### src/rtl/flagreg_pkg.sv
package flagreg_pkg;

  localparam int unsigned FR_DEFAULT_WIDTH = 16;

  typedef enum logic {
    MODE_TEST = 1'b0,
    MODE_FLAG = 1'b1
  } fr_mode_e;

endpackage

### src/rtl/flagreg_store.sv
module flagreg_store #(
  parameter int unsigned WIDTH = flagreg_pkg::FR_DEFAULT_WIDTH
) (
  input  logic             clk,
  input  logic             rst_n,
  input  logic             wr_en,
  input  logic [WIDTH-1:0] wr_data,
  input  logic             flag_mode,
  input  logic [WIDTH-1:0] ext_set,
  output logic [WIDTH-1:0] ext_gated,
  output logic [WIDTH-1:0] view
);

  logic [WIDTH-1:0] stored_q;
  logic [WIDTH-1:0] stored_d;

  // external lines pass only in flag mode
  function automatic logic [WIDTH-1:0] gate_ext(input logic mode,
                                                input logic [WIDTH-1:0] ext);
    return (mode == 1'(flagreg_pkg::MODE_FLAG)) ? ext : '0;
  endfunction

  // bus write first, then external sets ORed on top so they win
  function automatic logic [WIDTH-1:0] next_value(input logic we,
                                                  input logic [WIDTH-1:0] wd,
                                                  input logic [WIDTH-1:0] cur,
                                                  input logic [WIDTH-1:0] setv);
    return (we ? wd : cur) | setv;
  endfunction

  assign ext_gated = gate_ext(flag_mode, ext_set);
  assign stored_d  = next_value(wr_en, wr_data, stored_q, ext_gated);

  always_ff @(posedge clk) begin
    if (!rst_n) stored_q <= '0;
    else        stored_q <= stored_d;
  end

  // live contents: a raised flag is visible before any edge
  assign view = stored_q | ext_gated;

endmodule

### src/rtl/flagreg_tester.sv
module flagreg_tester #(
  parameter int unsigned WIDTH = flagreg_pkg::FR_DEFAULT_WIDTH,
  localparam int unsigned SEL_W = $clog2(WIDTH)
) (
  input  logic [WIDTH-1:0] view,
  input  logic [SEL_W-1:0] bit_sel,
  output logic             bit_hit
);

  function automatic logic [WIDTH-1:0] sel_decode(input logic [SEL_W-1:0] s);
    logic [WIDTH-1:0] d;
    for (int i = 0; i < WIDTH; i++) d[i] = (s == SEL_W'(i));
    return d;
  endfunction

  logic [WIDTH-1:0] sel_lines;
  logic [WIDTH-1:0] and_terms;

  assign sel_lines = sel_decode(bit_sel);

  for (genvar g = 0; g < WIDTH; g++) begin : g_and
    assign and_terms[g] = view[g] & sel_lines[g];
  end

  assign bit_hit = |and_terms;

endmodule

### src/rtl/flagreg_bus.sv
module flagreg_bus #(
  parameter int unsigned WIDTH = flagreg_pkg::FR_DEFAULT_WIDTH
) (
  input  logic             rd_en,
  input  logic [WIDTH-1:0] view,
  output logic [WIDTH-1:0] rd_data
);

  for (genvar g = 0; g < WIDTH; g++) begin : g_gate
    assign rd_data[g] = view[g] & rd_en;
  end

endmodule

### src/rtl/flagreg_top.sv
module flagreg_top #(
  parameter int unsigned WIDTH = flagreg_pkg::FR_DEFAULT_WIDTH,
  localparam int unsigned SEL_W = $clog2(WIDTH)
) (
  input  logic             clk,
  input  logic             rst_n,
  input  logic             wr_en,
  input  logic [WIDTH-1:0] wr_data,
  input  logic             rd_en,
  output logic [WIDTH-1:0] rd_data,
  input  logic [SEL_W-1:0] bit_sel,
  output logic             bit_hit,
  input  logic             flag_mode,
  input  logic [WIDTH-1:0] ext_set
);

  logic [WIDTH-1:0] view_w;
  logic [WIDTH-1:0] ext_gated_w;

  flagreg_store #(.WIDTH(WIDTH)) u_store (
    .clk       (clk),
    .rst_n     (rst_n),
    .wr_en     (wr_en),
    .wr_data   (wr_data),
    .flag_mode (flag_mode),
    .ext_set   (ext_set),
    .ext_gated (ext_gated_w),
    .view      (view_w)
  );

  flagreg_tester #(.WIDTH(WIDTH)) u_tester (
    .view    (view_w),
    .bit_sel (bit_sel),
    .bit_hit (bit_hit)
  );

  flagreg_bus #(.WIDTH(WIDTH)) u_bus (
    .rd_en   (rd_en),
    .view    (view_w),
    .rd_data (rd_data)
  );

endmodule

### config.mk
export PLATFORM = sky130hd
export DESIGN_NAME = flagreg_top
export DESIGN_NICKNAME = d
export VERILOG_FILES = /design/src/rtl/flagreg_pkg.sv /design/src/rtl/flagreg_store.sv /design/src/rtl/flagreg_tester.sv /design/src/rtl/flagreg_bus.sv /design/src/rtl/flagreg_top.sv
export SDC_FILE = /design/constraint.sdc
export NUM_CORES = 1
export LEC_CHECK = 0
export ABC_AREA = 1
export ABC_CLOCK_PERIOD_IN_PS = 3400
export BUFFER_PORTS_ARGS = -buffer_cell sky130_fd_sc_hd__buf_2
export CAP_MARGIN = 20
export CORE_MARGIN = 5
export CORE_UTILIZATION = 52
export CTS_CLUSTER_DIAMETER = 60
export DETAILED_ROUTE_END_ITERATION = 10
export PLACE_DENSITY_LB_ADDON = 0.3
export SYNTH_ARGS = -nofsm -noshare
export SYNTH_HDL_FRONTEND = slang
export SYNTH_HIERARCHICAL = 1
export SYNTH_SLANG_ARGS = --single-unit
### constraint.sdc
create_clock -name clk -period 3.4 [get_ports clk]
set_clock_uncertainty 0.2 [all_clocks]
set_input_delay 0.68 -clock clk [delete_from_list [all_inputs] [get_ports clk]]
set_output_delay 0.68 -clock clk [all_outputs]
set_load 0.05 [all_outputs]
Word level (Yosys, flattened, before mapping)

Index checks and enable logic that the tools add are counted.

Logic and storage cells: 54
Input port bits: 41
Output and inout port bits: 17
Flip-flop bits (word level): 16

Equality and inequality tests: 15
Bitwise operators: 34
Reductions and logical operators: 2
Mux-type cells: 2

Operator list:

| kind               | number |
|---|---|
| $and 1x1->1        | 32 |
| $eq 4x4->1 const B | 8 |
| $mux 16            | 2 |
| $or 16x16->16      | 2 |
| $eq 4x3->1 const B | 4 |
| $reduce_or 16->1   | 1 |
| $eq 4x2->1 const B | 2 |
| $eq 4x1->1 const B | 1 |
| $logic_not 4->1    | 1 |

Longest topological paths before layout

Word-level depth: 4
Gate-level depth with buffers: 10
Gate-level depth less buffers: 8

Modules after synthesis

The synthesis kept the hierarchy.

By module, submodules not included:

| module         | area each (um^2) | instances | seq. area each (um^2) | cells each |
|---|---|---|---|---|
| flagreg_store  | 1016.0           | 1         | 320.3                 | 167 |
| flagreg_tester | 210.2            | 1         | 0.0                   | 46 |
| flagreg_bus    | 163.9            | 1         | 0.0                   | 34 |

Least setup slack after synthesis

OpenSTA, ideal clock, no wires.

Path type: input port to output port
Start: input flag_mode
End: output bit_hit
Path slack: 0.826 ns
Stages: 10
Buffers on the path: 2
Required time: 2.520 ns
Arrival time: 1.694 ns
Path through: buf_6 > buf_12 > nand2_4 > nand2_1 > nand3_1 > nand2_1 > nor2_1 > nor2_1 > nor2_1 > nand2_1

Word-level cells in the longest chain between the ends: 4
Elaborated cells on any way between the ends: 19
Classes of those cells: mux (1); bitwise (17); reduce/logical (1)

RTL lines:

| what             | line                 | RTL |
|---|---|---|
| start, declared  | flagreg_top.sv:13    | `input logic flag_mode,` |
| $mux 16          | flagreg_store.sv:20  | `return (mode == 1'(flagreg_pkg::MODE_FLAG)) ? ext : '0;` |
| $or 16x16->16    | flagreg_store.sv:40  | `assign view = stored_q \| ext_gated;` |
| via view_w[11]   | flagreg_top.sv:17    | `logic [WIDTH-1:0] view_w;` |
| $and 1x1->1      | flagreg_tester.sv:22 | `assign and_terms[g] = view[g] & sel_lines[g];` |
| $reduce_or 16->1 | flagreg_tester.sv:25 | `assign bit_hit = \|and_terms;` |
| end, declared    | flagreg_top.sv:12    | `output logic bit_hit,` |

The timed path passes the listed nets, and every way through them passes these cells.

Worst setup path after layout

Same ends and word-level chain as after synthesis.

==> reports/qor.txt <==
Run status -> complete, no violations
Number of cells produced by synthesis -> 231
Number of antenna violations at the first check in global routing -> 0
Final min period -> 2930 ps
Final cell utilization of the core -> 63.9%
Antenna viol nets, final -> 0
Die extent in x -> 60.6 um
Yosys warning count -> 6
Final std cell area, no fill -> 1570 um2
Final routed DRC violation total -> 0
Type of the tightest min-delay check -> reg2reg
Height of the die -> 60.6 um
Largest net degree at the start of global routing -> 33
Crit path max-delay cell type -> sky130_fd_sc_hd__buf_2
Clock tree sinks -> 16
Die area -> 3670 um2
Transition time at the pin with the least slew margin -> 530 ps
Routed len/inst -> 9.48 um
Ports placed on the boundary -> 58
Vias after detailed routing -> 1,399
First-pass GRT wire length -> 4820 um
Arrival time at the worst endpoint -> 2050 ps
Critical Path Start -> flag_mode
Vias per std cell -> 4.47
Type of element launching the critical path -> input port
Worst setup EP type -> output port
Portion of the clock cycle consumed by the worst path in the final layout -> 86.1%
Bufs and invs on worst path -> 3
Total power per unit cell area -> 343 nW/um2
Critical path endpoint -> bit_hit
Sum of met3 wire segment lengths after detailed routing -> 289 um
Leading cell type in the layout, fill and taps excluded -> sky130_fd_sc_hd__nand2_1
Routed length on met2 -> 1370 um
Aggregate global routing overflow -> 0
Area growth, synth to finish -> 18.0%
Reg2Reg Setup Slack -> 2490 ps
Max-slew violation count -> 0
Post-synthesis cell area -> 1330 um2
Buffers inserted by post-CTS timing repair -> 0
Count of placed standard cells including taps -> 309
Max Fanout on Critical Path -> 11
Worst reg2reg endpoint -> u_store/stored_q[11]$_SDFF_PN0_
Largest incremental delay on the critical path -> 290 ps
Sum Neg Setup Slack -> 0 ps
Depth of the worst register-to-register path -> 4
Maximum operating frequency -> 0.342 GHz
Cell-by-cell trace of the critical path -> buf_2, buf_4, nand2_4, nand2_1, nand3_1, nand2_1, nor2_1, nor2_1, nor2_1, nand2_1, buf_2
Maximum clock path buffer count -> 2
Mean cell area of the mapped netlist -> 5.76 um2
Maximum vdd ir drop -> 0.357 mV
Biggest regs -> u_store/stored_q x16
Initial Utilization -> 54.2%
Post-placement cell area -> 1530 um2
Worst flop-to-flop path startpoint -> u_store/stored_q[11]$_SDFF_PN0_
Static leakage -> 1.09 nW
Final setup violation count -> 0
Port buffer count -> 57
Number of flip-flops under the largest register name -> 16
Most frequent cells in the layout -> sky130_fd_sc_hd__nand2_1 (81), sky130_fd_sc_hd__nor2_1 (58), sky130_fd_sc_hd__buf_2 (57), sky130_fd_sc_hd__inv_1 (35), sky130_fd_sc_hd__dfxtp_1 (16)
Final Non-Filler Cells -> 313
Logic depth of the worst setup path including buffers -> 11
Post-layout nets -> 325
Post-synthesis net count -> 272
Number of standard-cell rows in the floorplan -> 18
Wire length reported by the detailed router -> 2970 um
Floorplan core area -> 2450 um2
PostCTS Resize Cnt -> 0
Length of the first detailed-routing pass in iterations -> 4
Worst setup path class -> in2out
Number of global-route vias before repair -> 1,191
Final hold violation count -> 0
Required time at the endpoint of the critical path -> 2520 ps
Routability cong. -> 0.810
Total CTS buffers -> 3
Number of cells traversed by the worst hold path -> 4
Antenna Cells -> 0
Clock slew at reported path FFs -> 90 ps
Cell at the root of the clock tree -> sky130_fd_sc_hd__clkbuf_4
Number of hold buffers added after cts -> 0
Total routing usage reported by global routing -> 17.0%
Headroom to the max-slew limit -> 64.6%
Cell class contributing the biggest share of worst-path delay -> buffers and inverters
Latest clock arrival within the worst-skew pair -> 280 ps
CTS HTree Levels -> 1
WL met1 -> 1290 um
Share of post-route cells with drive strength above 1 -> 28.6%
Unrepaired setup endpoints after global routing -> no
Placed wire-length estimate -> 2330 um
Max-cap violations -> 0
Register with the most flip-flops -> u_store/stored_q
Highest routed metal layer -> met4
Detailed Route Iter0 Violations -> 40
CTS tree -> yes
-- how the worst min path moves through the flow --
stage / from / to / slack (ps)
2_1_floorplan: u_store/stored_q[14]$_SDFF_PN0_ / u_store/stored_q[14]$_SDFF_PN0_ / 330
3_3_place_gp: u_store/stored_q[3]$_SDFF_PN0_ / u_store/stored_q[3]$_SDFF_PN0_ / 340
3_5_place_dp: u_store/stored_q[10]$_SDFF_PN0_ / u_store/stored_q[10]$_SDFF_PN0_ / 350
4_1_cts: u_store/stored_q[15]$_SDFF_PN0_ / u_store/stored_q[15]$_SDFF_PN0_ / 370
5_1_grt: u_store/stored_q[14]$_SDFF_PN0_ / u_store/stored_q[14]$_SDFF_PN0_ / 400
6_report: u_store/stored_q[15]$_SDFF_PN0_ / u_store/stored_q[15]$_SDFF_PN0_ / 360
-- final cells by class --
| cell class | count | area [um2] |
|---|---|---|
| fill | 278 | 886 |
| multi-input combinational | 168 | 743 |
| sequential | 16 | 320 |
| timing repair buffer | 58 | 293 |
| inverter | 37 | 139 |
| tap | 30 | 37.5 |
| clock buffer | 4 | 36.3 |
-- worst min-delay path: cells and delay by family (launching register included) --
| kind | cells | cell delay, ps |
|---|---|---|
| buf+inv | 1 | 60 |
| flops | 1 | 310 |
| simple gates | 3 | 170 |
-- metal layers --
metal / global-route usage, % / vias up
met3: 4.68 / 2
met2: 29.5 / 51
met1: 21.3 / 576
met5: 0 / -
li1: - / 770
met4: 2.79 / 0
-- power by group --
group | internal, mW | total (mW) | switching (mW)
registers | 0.202 | 0.205 | 0.00319
clock network | 0.0651 | 0.122 | 0.0569
logic | 0.0647 | 0.210 | 0.146
-- stage by stage --
step / total power [mW] / worst slack, ps / hold WS (ps)
2_1_floorplan: 0.375 / 833 / 334
3_3_place_gp: 0.419 / 492 / 344
3_5_place_dp: 0.420 / 471 / 351
4_1_cts: 0.543 / 456 / 369
5_1_grt: 0.573 / 349 / 397
6_report: 0.537 / 473 / 365
Note: power is estimated with default switching activity, not from simulation.
